$ cat config.mk
export PLATFORM = sky130hd
export DESIGN_NAME = vram_rect_xfer
export DESIGN_NICKNAME = d
export VERILOG_FILES = /design/src/rtl/vxfer_pkg.sv /design/src/rtl/vxfer_walker.sv /design/src/rtl/vxfer_wr.sv /design/src/rtl/vxfer_rd.sv /design/src/rtl/vram_rect_xfer.sv
export SDC_FILE = /design/constraint.sdc
export NUM_CORES = 1
export LEC_CHECK = 0
export BUFFER_PORTS_ARGS = -buffer_cell sky130_fd_sc_hd__buf_2
export CAP_MARGIN = 40
export CORE_ASPECT_RATIO = 0.5
export CORE_MARGIN = 2
export CORE_UTILIZATION = 57
export DETAILED_ROUTE_END_ITERATION = 10
export GPL_ROUTABILITY_DRIVEN = 0
export GPL_TIMING_DRIVEN = 1
export HOLD_SLACK_MARGIN = 0.05
export PLACE_DENSITY = 0.89
export SYNTH_ARGS = -nofsm -noshare
export SYNTH_HDL_FRONTEND = slang
export SYNTH_HIERARCHICAL = 1
export SYNTH_SLANG_ARGS = --single-unit
$ cat constraint.sdc
create_clock -name clk -period 5.15 [get_ports clk]
set_input_delay 0.2575 -clock clk [delete_from_list [all_inputs] [get_ports clk]]
set_output_delay 0.2575 -clock clk [all_outputs]
set_load 0.05 [all_outputs]
$ cat src/rtl/vxfer_pkg.sv
package vxfer_pkg;
    localparam int XW     = 10;          // column bits: 1024 wide
    localparam int YW     = 9;           // row bits: 512 tall
    localparam int AW     = XW + YW;     // pixel address bits
    localparam int PW     = 16;          // pixel bits
    localparam int DW     = 2 * PW;      // data word bits
    localparam int ROW_LSB = 16;         // row / height field position

    typedef logic [XW-1:0] col_t;
    typedef logic [XW:0]   wid_t;
    typedef logic [YW-1:0] row_t;
    typedef logic [YW:0]   hgt_t;
    typedef logic [AW-1:0] addr_t;
    typedef logic [PW-1:0] pix_t;
    typedef logic [DW-1:0] word_t;

    typedef struct packed {
        col_t x;
        row_t y;
        wid_t w;
        hgt_t h;
    } rect_t;

    typedef enum logic [1:0] {
        RD_IDLE,
        RD_LO,
        RD_HI
    } rd_state_e;

    // zero-sized fields stand for the full frame extent
    function automatic rect_t decode_rect(input word_t pos, input word_t size);
        rect_t r;
        r.x = pos[XW-1:0];
        r.y = pos[ROW_LSB +: YW];
        r.w = (size[XW-1:0] == '0) ? wid_t'(1 << XW) : {1'b0, size[XW-1:0]};
        r.h = (size[ROW_LSB +: YW] == '0) ? hgt_t'(1 << YW) : {1'b0, size[ROW_LSB +: YW]};
        return r;
    endfunction

    function automatic addr_t pix_addr(input row_t y, input col_t x);
        return {y, x};
    endfunction
endpackage

$ cat src/rtl/vxfer_walker.sv
module vxfer_walker
    import vxfer_pkg::*;
(
    input  logic  clk,
    input  logic  rst,
    input  logic  load,
    input  rect_t rect,
    input  logic  step,
    output addr_t addr,
    output logic  last,
    output logic  done
);
    col_t x0;
    col_t col;
    wid_t width;
    row_t row;
    hgt_t rows_left;
    logic row_end;

    assign row_end = (wid_t'(col) + wid_t'(1)) == width;

    always_ff @(posedge clk) begin
        if (rst) begin
            x0        <= '0;
            col       <= '0;
            width     <= wid_t'(1);
            row       <= '0;
            rows_left <= '0;
        end else if (load) begin
            x0        <= rect.x;
            col       <= '0;
            width     <= rect.w;
            row       <= rect.y;
            rows_left <= rect.h;
        end else if (step && rows_left != '0) begin
            if (row_end) begin
                col       <= '0;
                row       <= row + 1'b1;
                rows_left <= rows_left - 1'b1;
            end else begin
                col <= col + 1'b1;
            end
        end
    end

    assign addr = pix_addr(row, col_t'(x0 + col));
    assign done = (rows_left == '0);
    assign last = (rows_left == hgt_t'(1)) && row_end;

    // the offset inside a row never reaches the width
    a_r4_col_in_range: assert property (@(posedge clk) disable iff (rst)
        !done |-> (wid_t'(col) < width));

    // nothing asks for another pixel once the rectangle is exhausted
    a_r10_no_step_when_done: assert property (@(posedge clk) disable iff (rst)
        done |-> !step);

    // finishing a row returns the offset to the left edge
    a_r5_row_restart: assert property (@(posedge clk) disable iff (rst)
        (step && row_end && !load && !done) |=> (col == '0));
endmodule

$ cat src/rtl/vxfer_wr.sv
module vxfer_wr
    import vxfer_pkg::*;
(
    input  logic  clk,
    input  logic  rst,
    input  logic  abort,
    input  logic  active,
    input  logic  last,
    input  logic  in_valid,
    input  word_t in_data,
    output logic  in_ready,
    output logic  px_we,
    output pix_t  px_data,
    output logic  px_step
);
    word_t      hold;
    logic [1:0] pend;
    logic       upper;

    assign in_ready = active && (pend == 2'd0);
    assign px_we    = (pend != 2'd0);
    assign px_step  = px_we;
    assign px_data  = upper ? hold[DW-1:PW] : hold[PW-1:0];

    always_ff @(posedge clk) begin
        if (rst) begin
            hold  <= '0;
            pend  <= 2'd0;
            upper <= 1'b0;
        end else if (abort) begin
            pend  <= 2'd0;
            upper <= 1'b0;
        end else if (in_valid && in_ready) begin
            hold  <= in_data;
            pend  <= last ? 2'd1 : 2'd2;
            upper <= 1'b0;
        end else if (pend != 2'd0) begin
            pend  <= pend - 2'd1;
            upper <= 1'b1;
        end
    end

    // an accepted word is written out starting on the next cycle
    a_r6_word_gives_write: assert property (@(posedge clk) disable iff (rst)
        (in_valid && in_ready && !abort) |=> px_we);

    // no new word while a pixel of the previous one is still pending
    a_r6_ready_no_write: assert property (@(posedge clk) disable iff (rst)
        in_ready |-> !px_we);
endmodule

$ cat src/rtl/vxfer_rd.sv
module vxfer_rd
    import vxfer_pkg::*;
(
    input  logic  clk,
    input  logic  rst,
    input  logic  abort,
    input  logic  active,
    input  logic  last,
    input  logic  take,
    input  pix_t  mem_data,
    output logic  px_re,
    output logic  px_step,
    output word_t out_word,
    output logic  out_avail
);
    rd_state_e st;
    logic      single;
    pix_t      lo;

    always_comb begin
        px_re = 1'b0;
        case (st)
            RD_IDLE: px_re = active && !out_avail;
            RD_LO:   px_re = !single;
            default: px_re = 1'b0;
        endcase
    end

    assign px_step = px_re;

    always_ff @(posedge clk) begin
        if (rst) begin
            st        <= RD_IDLE;
            single    <= 1'b0;
            lo        <= '0;
            out_word  <= '0;
            out_avail <= 1'b0;
        end else if (abort) begin
            st        <= RD_IDLE;
            single    <= 1'b0;
            out_avail <= 1'b0;
        end else begin
            if (take && out_avail)
                out_avail <= 1'b0;
            case (st)
                RD_IDLE: begin
                    if (px_re) begin
                        st     <= RD_LO;
                        single <= last;
                    end
                end
                RD_LO: begin
                    if (single) begin
                        out_word  <= {{PW{1'b0}}, mem_data};
                        out_avail <= 1'b1;
                        st        <= RD_IDLE;
                    end else begin
                        lo <= mem_data;
                        st <= RD_HI;
                    end
                end
                default: begin
                    out_word  <= {mem_data, lo};
                    out_avail <= 1'b1;
                    st        <= RD_IDLE;
                end
            endcase
        end
    end

    // an offered word stays put until it is taken or replaced by a header
    a_r9_word_held: assert property (@(posedge clk) disable iff (rst)
        (out_avail && !take && !abort) |=> (out_avail && $stable(out_word)));

    // no fetch is issued while a finished word waits
    a_r12_no_fetch_while_full: assert property (@(posedge clk) disable iff (rst)
        out_avail |-> !px_re);
endmodule

$ cat src/rtl/vram_rect_xfer.sv
module vram_rect_xfer
    import vxfer_pkg::*;
(
    input  logic        clk,
    input  logic        rst,
    input  logic        hdr_valid,
    input  logic        hdr_read,
    input  logic [31:0] hdr_pos,
    input  logic [31:0] hdr_size,
    input  logic        wd_valid,
    input  logic [31:0] wd_data,
    output logic        wd_ready,
    input  logic        rd_take,
    output logic [31:0] rd_data,
    output logic        rd_avail,
    output logic        img_ready,
    output logic [18:0] mem_addr,
    output logic        mem_we,
    output logic [15:0] mem_wdata,
    output logic        mem_re,
    input  logic [15:0] mem_rdata
);
    logic  dir_rd;
    logic  flag;
    rect_t rect;
    addr_t w_addr;
    logic  w_last;
    logic  w_done;
    logic  wr_step;
    logic  rd_step;
    logic  step;
    logic  wr_we;
    pix_t  wr_pix;
    logic  rd_re;
    word_t rd_word;
    logic  rd_full;

    assign rect = decode_rect(hdr_pos, hdr_size);
    assign step = wr_step | rd_step;

    always_ff @(posedge clk) begin
        if (rst) begin
            dir_rd <= 1'b0;
            flag   <= 1'b0;
        end else if (hdr_valid) begin
            dir_rd <= hdr_read;
            flag   <= hdr_read;
        end else if (rd_take && rd_full && w_done) begin
            flag <= 1'b0;
        end
    end

    vxfer_walker u_walker (
        .clk  (clk),
        .rst  (rst),
        .load (hdr_valid),
        .rect (rect),
        .step (step),
        .addr (w_addr),
        .last (w_last),
        .done (w_done)
    );

    vxfer_wr u_wr (
        .clk      (clk),
        .rst      (rst),
        .abort    (hdr_valid),
        .active   (!dir_rd && !w_done),
        .last     (w_last),
        .in_valid (wd_valid),
        .in_data  (wd_data),
        .in_ready (wd_ready),
        .px_we    (wr_we),
        .px_data  (wr_pix),
        .px_step  (wr_step)
    );

    vxfer_rd u_rd (
        .clk       (clk),
        .rst       (rst),
        .abort     (hdr_valid),
        .active    (dir_rd && !w_done),
        .last      (w_last),
        .take      (rd_take),
        .mem_data  (mem_rdata),
        .px_re     (rd_re),
        .px_step   (rd_step),
        .out_word  (rd_word),
        .out_avail (rd_full)
    );

    assign mem_addr  = w_addr;
    assign mem_we    = wr_we;
    assign mem_wdata = wr_pix;
    assign mem_re    = rd_re;
    assign rd_data   = rd_word;
    assign rd_avail  = rd_full;
    assign img_ready = flag;

    // one memory operation per cycle
    a_r12_we_re_excl: assert property (@(posedge clk) disable iff (rst)
        !(mem_we && mem_re));

    // a word is only offered during a read transfer
    a_r9_avail_implies_flag: assert property (@(posedge clk) disable iff (rst)
        rd_avail |-> img_ready);

    // a read header raises the flag on the following cycle
    a_r9_flag_on_read_hdr: assert property (@(posedge clk) disable iff (rst)
        (hdr_valid && hdr_read) |=> img_ready);

    // a header discards an untaken read word
    a_r11_hdr_drops_word: assert property (@(posedge clk) disable iff (rst)
        hdr_valid |=> !rd_avail);
endmodule

==> results of run 1 <==
[area by class of cell]
type	count	area [sq um]
clock buffer	18	439
tap	165	206
clock inverter	14	126
fill	918	3590
timing repair buffer	172	941
multi-input combinational	563	3730
inverter	16	60.1
sequential	139	2780
[cells by family (layout without fill, tap and decap cells)]
group                      count (synthesis)  in the layout
muxes                                     57             57
buffers and inverters                     93            220
and+or+nand+nor                          277            277
xor gates and xnor gates                  21             21
adders and majority gates                 16             16
DFF                                      139            139
AOI/OAI and AO/OA                        192            192
[metal layers]
| metal | vias up | part of all wire [%] | wire length (microns) | GRT usage, % |
|---|---|---|---|---|
| met5 | - | 0 | 0 | 0 |
| met4 | 0 | 1.2 | 204 | 8.56 |
| met3 | 20 | 5.6 | 955 | 5.14 |
| met2 | 212 | 49 | 8380 | 46.2 |
| met1 | 2976 | 44 | 7610 | 31.1 |
| li1 | 3071 | - | - | - |
[flip-flops by register name (all words and copies together), names as in the netlist, 2 cells and up]
register and cells:
u_wr/pend 2, u_walker/x0 10, u_rd/out_word 32, u_walker/col 10, u_walker/rows_left 10, u_walker/width 11
u_rd/st 2, u_wr/hold 32, u_rd/lo 16, u_walker/row 9
[cells in the final DEF, fill, tap and decap left out, drive strengths merged, types with 3 or more instances in the layout]
master    count
buf         172
dfxtp       139
nand2       110
a21oi        81
nor2         58
mux2i        41
a311oi       25
inv          24
o21ai        22
nand3        20
clkbuf       18
a22o         16
mux2         16
ha           15
xnor2        14
or4          14
nor3         12
nand4        11
or3          10
a211oi        8
xor2          7
nor4          7
o21a          6
o31ai         6
nor2b         6
nand2b        5
or2           4
a21o          4
and2          4
a31o          4
a31oi         4
and3          4
clkinvlp      3
clkinv        3
o221ai        3
[power by group through the flow]
stage	clock network, uW	logic (uW)	registers [uW]
2_1_floorplan	0	258	1180
3_3_place_gp	0	355	1170
3_5_place_dp	0	369	1170
4_1_cts	1180	372	1150
5_1_grt	1230	404	1150
6_report	1160	375	1150
[how the worst max path moves through the flow]
stage | startpoint | cells past startpoint | end
floorplan | u_walker/rows_left[2]$_SDFFE_PP0P_ | 13 | u_walker/row[3]$_SDFFE_PP0P_
global placement | u_walker/rows_left[2]$_SDFFE_PP0P_ | 11 | u_walker/rows_left[9]$_SDFFE_PP0P_
detailed placement | u_walker/rows_left[2]$_SDFFE_PP0P_ | 11 | u_walker/rows_left[9]$_SDFFE_PP0P_
CTS | u_walker/rows_left[2]$_SDFFE_PP0P_ | 11 | u_walker/rows_left[9]$_SDFFE_PP0P_
global route | u_walker/rows_left[2]$_SDFFE_PP0P_ | 11 | u_walker/rows_left[9]$_SDFFE_PP0P_
finish | u_walker/rows_left[2]$_SDFFE_PP0P_ | 11 | u_walker/rows_left[9]$_SDFFE_PP0P_
[through the flow]
step	instance area [sq um]	total power, uW
floorplan	6980	1440
global placement	7630	1520
detailed placement	7720	1540
CTS	8290	2700
global route	8290	2780
finish	8290	2690
==> impl_summary.md, run 1 <==
Clocking
Clock-pin slew was measured on the worst setup and hold paths at 0.06 ns. For this design, the sink count on the clock tree is between 100 and 150. The tree is rooted in a sky130_fd_sc_hd__clkbuf_16.

The count of instances resized after the clock tree is built is 0. The longest clock path from root to sink contains 2 buffers. The number of setup buffers added after CTS is 0. The H-tree was split into 4 levels. The clock reaches the later pin of the worst-skew pair after 0.41 ns.

Hold repair after CTS inserted 0 buffers. The total clock buffers created by CTS is 17. TritonCTS built the clock tree.

Floorplan
The area of the core is 11900 sq um. The die area is 13200 sq um. From left edge to right edge, the die measures 160 microns. For this configuration, the core starts out at a cell density of 58.7%. The die height is 82.2 microns. Pin placement for this block handled 190 I/O pins. The number of cell rows is 28.

Critical path
The longest individual stage delay on the worst path is 0.74 ns. The sum of buffers and inverters on the critical path is 0. The largest fanout of any net on the critical path is 17.

The worst setup path is captured at a flop. The logic depth of the worst register-to-register path is 11. The worst setup path is of the reg2reg kind. For the worst setup path, the data required time is between 5 and 6 ns. The worst setup path is launched from a flop.

The end of the worst register-to-register path is u_walker/rows_left[9]$_SDFFE_PP0P_. The endpoint arrival time on the critical path is 4.18 ns. The worst flop-to-flop path startpoint is u_walker/rows_left[2]$_SDFFE_PP0P_. The cell family contributing the most delay on the critical path is simple AND/OR/NAND/NOR gates. For flop-to-flop paths, the worst setup slack is roughly 1.3 ns. Traced cell by cell, the critical path runs through or4_1, or4_4, nor3_1, nor2b_1, or4b_1, o21ai_0, or2_2, nor2b_1, nand3_2, or4_1, a311oi_1. Among all stages on the critical path, the largest delay is contributed by sky130_fd_sc_hd__nor2b_1.

Final layout
The final cell utilization of the core is 69.8%. The net count reported at finish is roughly 1000. The number of antenna diodes in the final layout is 0. The number of standard cells in the final layout excluding fillers is around 1100.

The fraction of layout cells with a size suffix above 1 is 28.5%. The layout overhead on the synthesized area is 18.8%.

Power
Of the total power, combinational logic draws 14.0%. The analysis attributes to cell leakage a power of approximately 0.0034 uW. Internal power comes to 1890 uW. The register share of total power is ~43%. The power density over the cells is around 320 nW/um^2. Summed over all nets, the switching power comes to between 700 and 800 uW.

The power share of the clock group is 43.3%. The maximum resistive drop on vdd is between 200 and 250 uV. The fraction of power spent switching nets is about 30%.

Routing
After detailed routing, the number of vias per cell comes to 5.78. The initial detailed-routing violation count is 491. The first detailed-routing pass took 5 iterations. The average wire per standard cell is 15.8 microns. The wire length reported by the detailed router is approximately 17000 microns. The number of vias after detailed routing is 6279.

The count of nets left with antenna violations once routing finished came out at 0. The final routed DRC violation total is 0.

Timing
Setup violations remaining at the end of the flow were counted as 0. In this run the tightest slew margin relative to its limit is 37.6%. The part of the cycle the worst path needs is between 70 and 80%. Setup repair after global routing left no endpoint under its margin. The number of max-slew violations in the final report is 0.

The post-route worst hold slack is 0.0707 ns. The final hold violation count is 0. After routing, the total negative slack on setup checks comes to 0 ns. The final critical-path setup slack is 1.29 ns. On the final layout, the worst clock skew is 0.0114 ns. The transition time at the pin with the least slew margin is 0.935 ns. The highest attainable clock frequency is between 200 and 300 MHz. The routed design could run at a clock period as short as 3.86 ns.

Hold path
The min-delay analysis places its worst path in the category in2reg. The worst hold path startpoint is hdr_size[0]. The count of cells along the worst hold path is 2. The worst-case hold path end point is u_walker/width[0]$_SDFFE_PP1P_.

Synth
The most common cell in the synthesized netlist is sky130_fd_sc_hd__dfxtp_1. The number of library cell types mapped by synthesis is approximately 70. The top cell type by total area after synthesis is sky130_fd_sc_hd__dfxtp_1.

When the netlist entered floorplanning its net count stood at between 900 and 1000. By area, the combinational part of the netlist is dominated by simple AND/OR/NAND/NOR gates. After synthesis the cells add up to 6980 sq um. In this run, synthesis inferred 0 flip-flops with an integrated enable. The mux contribution to synthesized area is 8.46%. The fraction of the yosys area taken by sequential cells is around two fifths.

During synthesis, Yosys emitted a total of 6 warnings. The area fraction in compound gates after synthesis is roughly a fifth. Of the total synthesized cell area, the portion taken by AND, OR, NAND and NOR gates is 20.3%. The flip-flop cell with the highest count after synthesis is sky130_fd_sc_hd__dfxtp_1. After synthesis, the most frequently instantiated cells are sky130_fd_sc_hd__dfxtp_1 (139), sky130_fd_sc_hd__nand2_1 (110), sky130_fd_sc_hd__a21oi_1 (61), sky130_fd_sc_hd__nor2_1 (58), sky130_fd_sc_hd__mux2i_1 (41).

A synthesized cell averages 8.78 sq um. After synthesis, the largest area contributor takes up 39.9% of total cell area. Summing the areas of all xor and xnor instances in the mapped netlist gives 2.64% of the synthesized area.

Yosys attributes the largest share of cell area to sky130_fd_sc_hd__dfxtp_1 (40%), sky130_fd_sc_hd__nand2_1 (5.9%), sky130_fd_sc_hd__mux2i_1 (5.9%). In the synthesized netlist, the number of instances is 795. Of all flip-flops after synthesis, the portion carrying an async set or reset was 0%. The synthesized design contains 139 register bits. Of the total synthesized cell area, the portion taken by full adders, half adders and majority gates is 2.98%.

Placement
The quantity of I/O buffers inserted on ports is around 160. The HPWL after detailed placement is between 10000 and 15000 microns. Before CTS, the worst setup slack after placement is approximately 1.4 ns. In this run, placement finished with an instance count of 1055.

Run
The max-capacitance violation count is 0.

Global routing
The number of global-route vias before repair is 5809. The global-route usage over all layers is 25.5%. The global-route congestion overflow total is 0. The first-pass GRT wire length is 27200 microns. The initial antenna violation count came to 0. Entering global routing, the biggest net connects 74 pins.

Run status
The flow ran to the end, and the final reports show no timing, DRC or antenna violations.
Note: power is estimated with default switching activity, not from simulation.
==> run 2: changes to the inputs <==
- CORE_UTILIZATION: 57 -> 48
- PLACE_DENSITY: 0.89 -> 0.8
- clock period: 5.15 -> 3.54 ns (I/O delays scaled with it)
==> run 2 against run 1 <==
Fmax up 14%; via count increased by 4.3%; largest power group is now sequential cells; routed wire length up 5.5%; global-route usage fell by 3.0 points.
==> impl_summary.md, run 2 (synthesized netlist as in run 1, its figures left out) <==
Placement
The quantity of I/O buffers inserted on ports came to 163 (unchanged). The half-perimeter wire length after placement is 11600 microns (-1.0%).

Critical path
The reg2reg setup slack is 0.16 ns (-1.13 ns). The worst register-to-register path begins at u_walker/rows_left[2]$_SDFFE_PP0P_. STA classifies the critical path startpoint as a flop.

The largest fanout of any net on the critical path is 7 (-10). The end of the worst register-to-register path is u_walker/row[4]$_SDFFE_PP0P_. The worst setup path is captured at a flop. The endpoint arrival time on the critical path is 3.66 ns (-0.52 ns).

The required time of the critical path is 3.83 ns (-1.63 ns). The logic depth of the worst register-to-register path was 12 (+1). The critical path is of the reg2reg type.

Final layout
Leaving out fill and tap cells, the most frequent cells in the layout are sky130_fd_sc_hd__buf_2 (162), sky130_fd_sc_hd__dfxtp_1 (139), sky130_fd_sc_hd__nand2_1 (110). The area used by multi-input combinational logic is 3750 sq um (+0.54%). The count of inserted antenna diode cells is 0 (unchanged).

The number of fillers in the final layout is 1144 (+25%). The final cell utilization of the core is 63.3% (-6.5 points). In the final layout, the registers with the most flip-flops are u_rd/out_word: 32 flops, u_wr/hold: 32 flops, u_rd/lo: 16 flops. The net count reported at finish was 1122 (+7.6%). The fraction of layout cells with a size suffix above 1 is 27.0% (-1.6 points). The layout overhead on the synthesized area is 29.8%. The register area is 2780 sq um (unchanged). Leaving out fill and tap cells, the most frequent cell in the layout is sky130_fd_sc_hd__buf_2.

Floorplan
The count of boundary I/O pins is 190 (unchanged). The die area is 15600 sq um (+18%). The initial cell density of the core came to 48.7% (-10 points). The number of cell rows is 31 (+11%). The die span in x is 174 microns (+8.7%). The die height is 89.3 microns (+8.5%). The area of the core is 14300 sq um (+21%).

Clocking
The clock net sink count is 139 (unchanged). The cell sitting at the root of the clock tree is a sky130_fd_sc_hd__clkbuf_16. The total clock buffers created by CTS came to 17 (unchanged).

The clock slew seen by the registers of the worst setup and hold paths was 0.06 ns (about the same). The post-CTS repair timing setup buffer count is 0 (unchanged). The total number of H-tree levels is 4 (unchanged). The maximum root-to-sink buffer count is 2 (unchanged). The TritonCTS clock tree is built. The clock network latency to the later pin of the worst-skew pair came to 0.40 ns (about the same).

Run
The max-capacitance violation count was 0 (unchanged).

Routing
The initial detailed-routing violation count was 559 (+14%). The average wire per standard cell was 15.1 microns (-4.4%). The first-pass iteration count of the detailed router is 7 (+2). The mean number of vias per cell is 5.46 (-5.4%).

The wire length reported by the detailed router is 18100 microns (+5.5%). The number of vias after detailed routing is 6552 (+4.3%). The post-detailed-route count of antenna-violating nets was 0 (unchanged). The final routed DRC violation total was 0 (unchanged).

Run status
The run finished with clean final reports.

Power
The maximum resistive drop on vdd came to 364 uV (+58%). The static power due to leakage is 0.00372 uW (+9.0%). The power density over the cells was 433 nW/um^2 (+34%).

Hold path
The worst hold-check path type is in2reg. For hold timing, the worst endpoint is u_walker/width[8]$_SDFFE_PP0P_. The count of cells along the worst hold path was 3 (+1). The startpoint identified for the worst hold timing path is hdr_size[8].

Timing
The total negative slack for setup checks is 0 ns (unchanged). The highest attainable clock frequency is 296 MHz (+14%). The worst slew margin relative to its limit is 41.0% (+3.4 points). The transition time at the pin with the least slew margin is 0.881 ns (-0.0534 ns). The clock period minus final worst setup slack is 3.38 ns (-0.484 ns). The final hold violation count is 0 (unchanged). The number of max-slew violations in the final report is 0 (unchanged). The worst-case clock skew was 0.0104 ns (-0.000977 ns). Setup repair after global routing left no endpoint under its margin.

The part of the cycle the worst path needs came to 95.4% (+20 points). The final-report setup violation count is 0 (unchanged).

Global routing
The global-route usage over all layers is 22.5% (-3.0 points). The first-pass GRT wire length was 28600 microns (+5.3%). The initial antenna violation count is 0 (unchanged). The largest net degree at the start of global routing is 77 (+4.1%). The global-route congestion overflow total is 0 (unchanged). The number of global-route vias before repair came to 6040 (+4.0%).
[run 2: area by class of cell]
class | instances | area share (%)
Inverter | 16 | 0.663
Sequential cell | 139 | 30.7
Timing Repair Buffer | 251 | 18.5
Clock inverter | 14 | 1.19
Tap cell | 198 | 2.74
Multi-Input combinational cell | 563 | 41.4
Clock buffer | 18 | 4.74
[run 2: how the worst max path moves through the flow]
stage / endpoint / from / cells past startpoint
global placement: u_walker/rows_left[1]$_SDFFE_PP0P_ / u_walker/rows_left[2]$_SDFFE_PP0P_ / 12
floorplan: u_walker/row[3]$_SDFFE_PP0P_ / u_walker/rows_left[2]$_SDFFE_PP0P_ / 13
CTS: mem_addr[9] / u_walker/col[2]$_SDFFE_PP0P_ / 8
finish: u_walker/row[4]$_SDFFE_PP0P_ / u_walker/rows_left[2]$_SDFFE_PP0P_ / 12
detailed placement: u_walker/row[4]$_SDFFE_PP0P_ / u_walker/rows_left[2]$_SDFFE_PP0P_ / 12
global route: mem_addr[9] / u_walker/col[2]$_SDFFE_PP0P_ / 8
[run 2: power by group]
group | internal [uW] | switching, uW | leakage, uW
clock | 909 | 721 | 0.000259
sequential | 1620 | 45.3 | 0.00113
combinational | 246 | 378 | 0.00233
[run 2: what timing repair did]
item	in CTS	in global routing
endpoints found under the hold margin	90	0
gates resized for setup	0	3
setup endpoints to repair	0	4
hold buffers	74	0
[run 2: critical path, stage by stage, from the launching register on]
cell and delay, ns:
sky130_fd_sc_hd__dfxtp_1 0.35, sky130_fd_sc_hd__or4_1 0.61, sky130_fd_sc_hd__or4_4 0.49, sky130_fd_sc_hd__nor3_1 0.23
sky130_fd_sc_hd__nor2b_1 0.07, sky130_fd_sc_hd__or4b_1 0.23, sky130_fd_sc_hd__o21ai_2 0.08, sky130_fd_sc_hd__or2_2 0.31
sky130_fd_sc_hd__o31ai_1 0.13, sky130_fd_sc_hd__nor2_1 0.11, sky130_fd_sc_hd__nand4_1 0.21, sky130_fd_sc_hd__nor3_1 0.08
sky130_fd_sc_hd__a2111oi_0 0.36
[run 2: metrics by stage]
| step | instance area [sq um] | power [uW] | std cells | hold WS [ns] | worst slack (ns) |
|---|---|---|---|---|---|
| after floorplan | 6980 | 2100 | 795 | 0.246 | 0.0694 |
| after global placement | 7730 | 2230 | 1091 | 0.411 | 0.315 |
| after detailed placement | 7760 | 2250 | 1093 | 0.418 | 0.159 |
| after CTS | 9040 | 3940 | 1199 | 0.0532 | 0.199 |
| after global routing | 9060 | 4090 | 1199 | 0.0678 | 0.00915 |
| final | 9060 | 3920 | 1199 | 0.0654 | 0.161 |
[run 2: layer usage]
layer	routed length (microns)	track usage [%]	vias up
met5	0	0	-
met4	221	6.36	0
met3	839	3.57	20
met2	8780	40.5	198
met1	8240	28.6	3104
li1	-	-	3230
